[src/rtl/xm_pkg.sv]
package xm_pkg;

   typedef enum logic [2:0] {
      K_NOP   = 3'd0,
      K_RR    = 3'd1,
      K_RI    = 3'd2,
      K_LOAD  = 3'd3,
      K_STORE = 3'd4,
      K_LINK  = 3'd5
   } xm_kind_e;

   typedef enum logic [2:0] {
      OP_ADD = 3'b000,
      OP_SUB = 3'b001,
      OP_SHL = 3'b010
   } xm_op_e;

   function automatic logic kind_writes(input xm_kind_e k);
      return (k == K_RR) || (k == K_RI) || (k == K_LOAD) || (k == K_LINK);
   endfunction

endpackage

[src/rtl/xm_opsel.sv]
module xm_opsel #(
   parameter int DATA_W    = 32,
   parameter int REG_AW    = 5,
   parameter int ZERO_REG0 = 1
) (
   input  xm_pkg::xm_kind_e    kind,
   input  logic [2:0]          op_in,
   input  logic [DATA_W-1:0]   pc,
   input  logic [REG_AW-1:0]   rs1_idx,
   input  logic [DATA_W-1:0]   rs1_val,
   input  logic [REG_AW-1:0]   rs2_idx,
   input  logic [DATA_W-1:0]   rs2_val,
   input  logic [DATA_W-1:0]   imm,
   output logic [DATA_W-1:0]   opa,
   output logic [DATA_W-1:0]   opb,
   output logic [2:0]          alu_op,
   output logic [DATA_W-1:0]   st_data
);
   import xm_pkg::*;

   localparam logic [DATA_W-1:0] PC_STEP = DATA_W'(4);

   logic [DATA_W-1:0] src1, src2;

   generate
      if (ZERO_REG0 != 0) begin : g_zero_reg
         assign src1 = (rs1_idx == '0) ? '0 : rs1_val;
         assign src2 = (rs2_idx == '0) ? '0 : rs2_val;
      end else begin : g_plain_reg
         assign src1 = rs1_val;
         assign src2 = rs2_val;
      end
   endgenerate

   always_comb begin
      opa    = src1;
      opb    = '0;
      alu_op = OP_ADD;
      unique case (kind)
         K_RR: begin
            opb    = src2;
            alu_op = op_in;
         end
         K_RI: begin
            opb    = imm;
            alu_op = op_in;
         end
         K_LOAD, K_STORE: opb = imm;
         K_LINK: opa = pc + PC_STEP;
         default: opa = '0;
      endcase
   end

   assign st_data = src2;

endmodule

[src/rtl/xm_alu.sv]
module xm_alu #(
   parameter int DATA_W = 32
) (
   input  logic [2:0]        op,
   input  logic [DATA_W-1:0] a,
   input  logic [DATA_W-1:0] b,
   output logic [DATA_W-1:0] y
);
   import xm_pkg::*;

   localparam int SHAMT_W = $clog2(DATA_W);

   logic [SHAMT_W-1:0] shamt;
   assign shamt = b[SHAMT_W-1:0];

   always_comb begin
      unique case (op)
         OP_SUB:  y = a - b;
         OP_SHL:  y = a << shamt;
         default: y = a + b;
      endcase
   end

endmodule

[src/rtl/xm_wbsel.sv]
module xm_wbsel #(
   parameter int DATA_W = 32
) (
   input  logic              take_mem,
   input  logic [DATA_W-1:0] result,
   input  logic [DATA_W-1:0] rdata,
   output logic [DATA_W-1:0] data
);
   assign data = take_mem ? rdata : result;
endmodule

[src/rtl/xm_steer.sv]
module xm_steer #(
   parameter int DATA_W    = 32,
   parameter int ADDR_W    = 10,
   parameter int REG_AW    = 5,
   parameter int ZERO_REG0 = 1
) (
   input  logic              clk,
   input  logic              rst_n,
   input  logic              in_valid,
   input  logic [2:0]        in_kind,
   input  logic [2:0]        in_op,
   input  logic [DATA_W-1:0] in_pc,
   input  logic [REG_AW-1:0] in_rs1_idx,
   input  logic [DATA_W-1:0] in_rs1_val,
   input  logic [REG_AW-1:0] in_rs2_idx,
   input  logic [DATA_W-1:0] in_rs2_val,
   input  logic [DATA_W-1:0] in_imm,
   input  logic [REG_AW-1:0] in_rd,
   output logic [ADDR_W-1:0] mem_addr,
   output logic [DATA_W-1:0] mem_wdata,
   output logic              mem_we,
   output logic              mem_re,
   input  logic [DATA_W-1:0] mem_rdata,
   output logic              wb_en,
   output logic [REG_AW-1:0] wb_rd,
   output logic [DATA_W-1:0] wb_data
);
   import xm_pkg::*;

   if (DATA_W < 8 || (DATA_W & (DATA_W - 1)) != 0) begin : g_bad_data_w
      $error("xm_steer: DATA_W must be a power of two of at least 8");
   end
   if (ADDR_W < 1 || ADDR_W > DATA_W) begin : g_bad_addr_w
      $error("xm_steer: ADDR_W must lie in 1..DATA_W");
   end
   if (REG_AW < 1) begin : g_bad_reg_aw
      $error("xm_steer: REG_AW must be positive");
   end

   // ---------------- issue: operand steering and arithmetic
   xm_kind_e          kind_in;
   logic [DATA_W-1:0] opa, opb, alu_y, st_data;
   logic [2:0]        alu_op;

   assign kind_in = in_valid ? xm_kind_e'(in_kind) : K_NOP;

   xm_opsel #(
      .DATA_W(DATA_W), .REG_AW(REG_AW), .ZERO_REG0(ZERO_REG0)
   ) opsel_i (
      .kind(kind_in), .op_in(in_op), .pc(in_pc),
      .rs1_idx(in_rs1_idx), .rs1_val(in_rs1_val),
      .rs2_idx(in_rs2_idx), .rs2_val(in_rs2_val),
      .imm(in_imm), .opa(opa), .opb(opb), .alu_op(alu_op),
      .st_data(st_data)
   );

   xm_alu #(.DATA_W(DATA_W)) alu_i (
      .op(alu_op), .a(opa), .b(opb), .y(alu_y)
   );

   // ---------------- stage 1: result, store data, memory request
   xm_kind_e          ex_kind;
   logic [DATA_W-1:0] ex_res;
   logic [DATA_W-1:0] ex_sdata;
   logic [REG_AW-1:0] ex_rd;

   always_ff @(posedge clk) begin
      if (!rst_n) begin
         ex_kind  <= K_NOP;
         ex_res   <= '0;
         ex_sdata <= '0;
         ex_rd    <= '0;
      end else begin
         ex_kind  <= kind_in;
         ex_res   <= alu_y;
         ex_sdata <= st_data;
         ex_rd    <= in_rd;
      end
   end

   assign mem_addr  = ex_res[ADDR_W-1:0];
   assign mem_wdata = ex_sdata;
   assign mem_we    = (ex_kind == K_STORE);
   assign mem_re    = (ex_kind == K_LOAD);

   // ---------------- stage 2: write-back control while memory answers
   logic              wb_load_q;
   logic              wb_en_q;
   logic [REG_AW-1:0] wb_rd_q;
   logic [DATA_W-1:0] wb_res_q;

   always_ff @(posedge clk) begin
      if (!rst_n) begin
         wb_load_q <= 1'b0;
         wb_en_q   <= 1'b0;
         wb_rd_q   <= '0;
         wb_res_q  <= '0;
      end else begin
         wb_load_q <= (ex_kind == K_LOAD);
         wb_en_q   <= kind_writes(ex_kind) && (ex_rd != '0);
         wb_rd_q   <= ex_rd;
         wb_res_q  <= ex_res;
      end
   end

   xm_wbsel #(.DATA_W(DATA_W)) wbsel_i (
      .take_mem(wb_load_q), .result(wb_res_q), .rdata(mem_rdata),
      .data(wb_data)
   );

   assign wb_en = wb_en_q;
   assign wb_rd = wb_rd_q;

   // ---------------- assertions
   assert_mem_excl_R12: assert property (@(posedge clk) disable iff (!rst_n)
      !(mem_we && mem_re));

   assert_store_no_wb_R8: assert property (@(posedge clk) disable iff (!rst_n)
      mem_we |=> !wb_en);

   assert_rd_zero_R11: assert property (@(posedge clk) disable iff (!rst_n)
      wb_en |-> (wb_rd != '0));

   assert_load_data_R9: assert property (@(posedge clk) disable iff (!rst_n)
      (wb_en && $past(mem_re)) |-> (wb_data == mem_rdata));

   assert_result_pass_R10: assert property (@(posedge clk) disable iff (!rst_n)
      (wb_en && !$past(mem_re)) |-> (wb_data == $past(ex_res)));

endmodule

[config.mk]
export PLATFORM = sky130hd
export DESIGN_NAME = xm_steer
export DESIGN_NICKNAME = d
export VERILOG_FILES = /design/src/rtl/xm_pkg.sv /design/src/rtl/xm_opsel.sv /design/src/rtl/xm_alu.sv /design/src/rtl/xm_wbsel.sv /design/src/rtl/xm_steer.sv
export SDC_FILE = /design/constraint.sdc
export NUM_CORES = 1
export LEC_CHECK = 0
export BUFFER_PORTS_ARGS = -buffer_cell sky130_fd_sc_hd__clkbuf_2
export CAP_MARGIN = 0
export CORE_UTILIZATION = 40
export CTS_CLUSTER_SIZE = 24
export DETAILED_ROUTE_END_ITERATION = 10
export SETUP_SLACK_MARGIN = 0.1
export SYNTH_ARGS = -nofsm -noshare
export SYNTH_HDL_FRONTEND = slang
export SYNTH_SLANG_ARGS = --single-unit
[constraint.sdc]
create_clock -name clk -period 13.4 [get_ports clk]
set_input_delay 0.67 -clock clk [delete_from_list [all_inputs] [get_ports clk]]
set_output_delay 0.67 -clock clk [all_outputs]
set_load 0.01 [all_outputs]
==> impl_metrics.json <==
{
  "fin_crit_sh_pct": 48.9,
  "die-height_um": 155,
  "synth_fa_ha_area_share_pct": 4.75,
  "gp_congestion": 0.970,
  "antenna_cells": 0,
  "final_nets": 1644,
  "drt_iter0_markers": 885,
  "post-dp-hpwl_mm": 27.4,
  "async_reset_ff_share_pct": 0,
  "drt_first_pass_iters": 6,
  "cp.required_ns": 13.65,
  "cp_max_fo": 41,
  "ys_ff_latch": 111,
  "ir_worst_vdd_mv": 0.0600,
  "fin_hold_ws_ns": 0.435,
  "grt.overflow.total": 0,
  "synth_compound_area_share_pct": 27.6,
  "syn-instance-count": 1213,
  "cts_hold_buffers": 0,
  "slew_headroom_pct": 21.4,
  "cts_buffers": 9,
  "tns_ns": 0,
  "routed_via_density": 5.92,
  "grt_pass1_wl_mm": 51.6,
  "synth.distinct_cells": 85,
  "cts_tree": "yes",
  "initial_core_util_pct": 41.1,
  "synth_top_family_by_area": "compound AO/OA/AOI/OAI gates",
  "wl_per_cell_um": 19.7,
  "final-setup-viol-count": 0,
  "multi_input_area_um2": 6660,
  "die_x_um": 155,
  "dp_cells": 1727,
  "synth-simple-area-share_pct": 25.6,
  "clock_latency_ns": 0.36,
  "dominantRegCellSynth": "dfxtp_1",
  "ys_seq_area_share_pct": 23.7,
  "synth_top_cell_area_share_pct": 23.7,
  "synth_top_area_cell": "dfxtp_1",
  "hold_depth": 1,
  "wl_mm": 34.3,
  "fill_cells": 2375,
  "tightestPinTransition_ns": 1.17,
  "reg2reg_depth": 3,
  "cts_root_buf": "clkbuf_16",
  "crit_type": "input port to register",
  "instances_no_fill": 1742,
  "post_cts_buffers": 0,
  "critPathArrivalTime_ns": 6.81,
  "ctsHtreeMaxLevel": 3,
  "synthToLayoutAreaGrowth_pct": 18.4,
  "max_freq_mhz": 153,
  "grt_util_all_layers_pct": 27.6,
  "cts_resized": 0,
  "ant_nets": 0,
  "ioPinCount": 266,
  "clock_skew_ns": 0.00773,
  "row_count": 55,
  "drc": 0,
  "core-area_um2": 22800,
  "maxCapViolCount": 0,
  "synth.avg_cell_area_um2": 7.74,
  "io_buffer_count": 265,
  "drive_gt1_share_pct": 24.9,
  "synthXorXnorAreaFrac_pct": 5.84,
  "dieArea_um2": 24100,
  "yosys_warnings": 0,
  "drv_slew": 0,
  "grt_antenna_before_repair": 0,
  "fin_crit_ns": 6.56,
  "clockBufferDepth": 2,
  "hp-class": "register to register",
  "grt_pass1_vias": 9254,
  "cellLeakagePower_nw": 4.86,
  "hold_viol": 0,
  "crit_path_end_kind": "register",
  "worstSetupStartpointType": "input port",
  "power_density_nw_per_um2": 95.8,
  "register_area_um2": 2220,
  "status": "completed",
  "cts.clk_slew.worst_paths_ns": 0.07,
  "synth_edf_count": 0,
  "synth.area.mux_share_pct": 6.96,
  "grt_max_degree": 52,
  "grt_setup_unrepaired": "no",
  "cts_sinks": 111,
  "synth.cell_area_um2": 9390,
  "syn_nets": 1432,
  "dr_total_vias": 10300,
  "synth.area.top_cells": "dfxtp_1 24%, and2_1 5.6%, ha_1 4.5%"
}
==> through the flow <==
stage	setup WS [ns]	instance area, um^2	utilization (%)	power [mW]
after floorplan	7.56	9390	-	0.664
after global placement	6.80	10800	47.4	0.804
after detailed placement	6.65	10800	47.4	0.805
after CTS	6.99	11100	48.6	1.07
after global routing	6.46	11100	48.6	1.12
final	6.84	11100	48.6	1.06
==> final timing paths <==
kind	start	end	slack [ns]
worst max-delay path	in_rs2_idx[2]	ex_res[30]$_SDFF_PN0_	6.84
worst min-delay path	ex_res[13]$_SDFF_PN0_	wb_res_q[13]$_SDFF_PN0_	0.43
worst max register to register	ex_rd[0]$_SDFF_PN0_	wb_en$_SDFF_PN0_	12.28
worst min register to register	ex_res[13]$_SDFF_PN0_	wb_res_q[13]$_SDFF_PN0_	0.43
==> area by class of cell <==
class                           count  area share, %
Clock buffer                        9           2.03
Tap cell                          313           3.52
Multi-Input combinational cell    996           60.0
Timing Repair Buffer              283           13.2
Inverter                           24          0.811
Sequential cell                   111           20.0
Clock inverter                      6          0.529
==> metal layers <==
layer  GRT usage (%)  share of wire, %
met2            45.8                46
met1            36.5                44
met4            9.66               3.0
met3            4.07               7.0
met5               0                 0
==> cells in the mapped netlist, types with 8 or more instances <==
cell	instances
xnor2_1	35
and4_1	9
clkbuf_1	49
a32oi_1	14
a211oi_1	13
a21o_1	11
a21oi_1	65
o211ai_1	39
o31ai_1	8
and3_1	8
nor4_1	12
o21a_1	13
mux2_2	34
a22oi_1	25
nand3_1	73
buf_4	10
mux2i_1	27
and2_1	84
nand4_1	19
xor2_1	25
a22o_1	15
ha_1	34
a31oi_1	24
nor2_1	83
o22ai_1	18
dfxtp_1	111
inv_1	21
nand2_1	81
o21ai_0	83
nor3_1	37
==> critical path: stages <==
cell	delay (ns)
clkbuf_2	0.09
or4_4	0.57
o211ai_1	0.49
nand2_1	0.10
buf_4	0.30
clkinv_1	0.51
ha_1	0.30
inv_1	0.12
nor4_4	0.42
nand4b_1	0.24
or4_4	0.61
o21ai_0	0.23
xnor2_1	0.16
ha_1	0.32
a21oi_1	0.20
o21ai_0	0.14
a21oi_1	0.14
o21bai_1	0.10
o21ai_0	0.24
a21oi_1	0.14
o41ai_1	0.41
xnor2_1	0.12
a22o_1	0.18
==> cell usage in the layout, fill, tap and decap left out, types with 8 or more instances in the layout <==
| cell | synthesis | layout |
|---|---|---|
| a21o_1 | 11 | 11 |
| nand3_1 | 73 | 73 |
| a211oi_1 | 13 | 13 |
| clkbuf_16 | 0 | 9 |
| o21ai_0 | 83 | 83 |
| nor2_1 | 83 | 83 |
| a21oi_1 | 65 | 64 |
| o21a_1 | 13 | 13 |
| buf_4 | 10 | 18 |
| nor3_1 | 37 | 37 |
| and3_1 | 8 | 8 |
| a31oi_1 | 24 | 24 |
| clkbuf_2 | 0 | 265 |
| mux2i_1 | 27 | 27 |
| xor2_1 | 25 | 25 |
| ha_1 | 34 | 34 |
| inv_1 | 21 | 21 |
| nand2_1 | 81 | 81 |
| mux2_2 | 34 | 34 |
| nand4_1 | 19 | 19 |
| and2_1 | 84 | 84 |
| dfxtp_1 | 111 | 111 |
| o31ai_1 | 8 | 8 |
| and4_1 | 9 | 9 |
| a22o_1 | 15 | 15 |
| o211ai_1 | 39 | 39 |
| xnor2_1 | 35 | 35 |
| nor4_1 | 12 | 12 |
| a32oi_1 | 14 | 14 |
| o22ai_1 | 18 | 18 |
| a22oi_1 | 25 | 25 |
==> cell families (layout without fill, tap and decap cells) <==
kind of cell	count (synthesis)	count (layout)
AND/OR/NAND/NOR	454	454
XOR/XNOR	61	61
flip-flops	111	111
AO/OA/AOI/OAI	385	385
buffers and inverters	106	322
multiplexers	61	61
adder cells (fa/ha/maj)	35	35
==> registers in the layout, indices dropped and copies added (netlist names) <==
signal / count
wb_en: 1
wb_load_q: 1
ex_rd: 5
wb_res_q: 32
ex_kind: 3
wb_rd: 5
ex_res: 32
mem_wdata: 32
==> report_power, final <==
group / internal (mW) / switching, mW
registers: 0.366 / 0.0147
logic: 0.172 / 0.252
clock network: 0.128 / 0.131
total: 0.667 / 0.398
No activity file was read; power rests on OpenSTA's default activity.
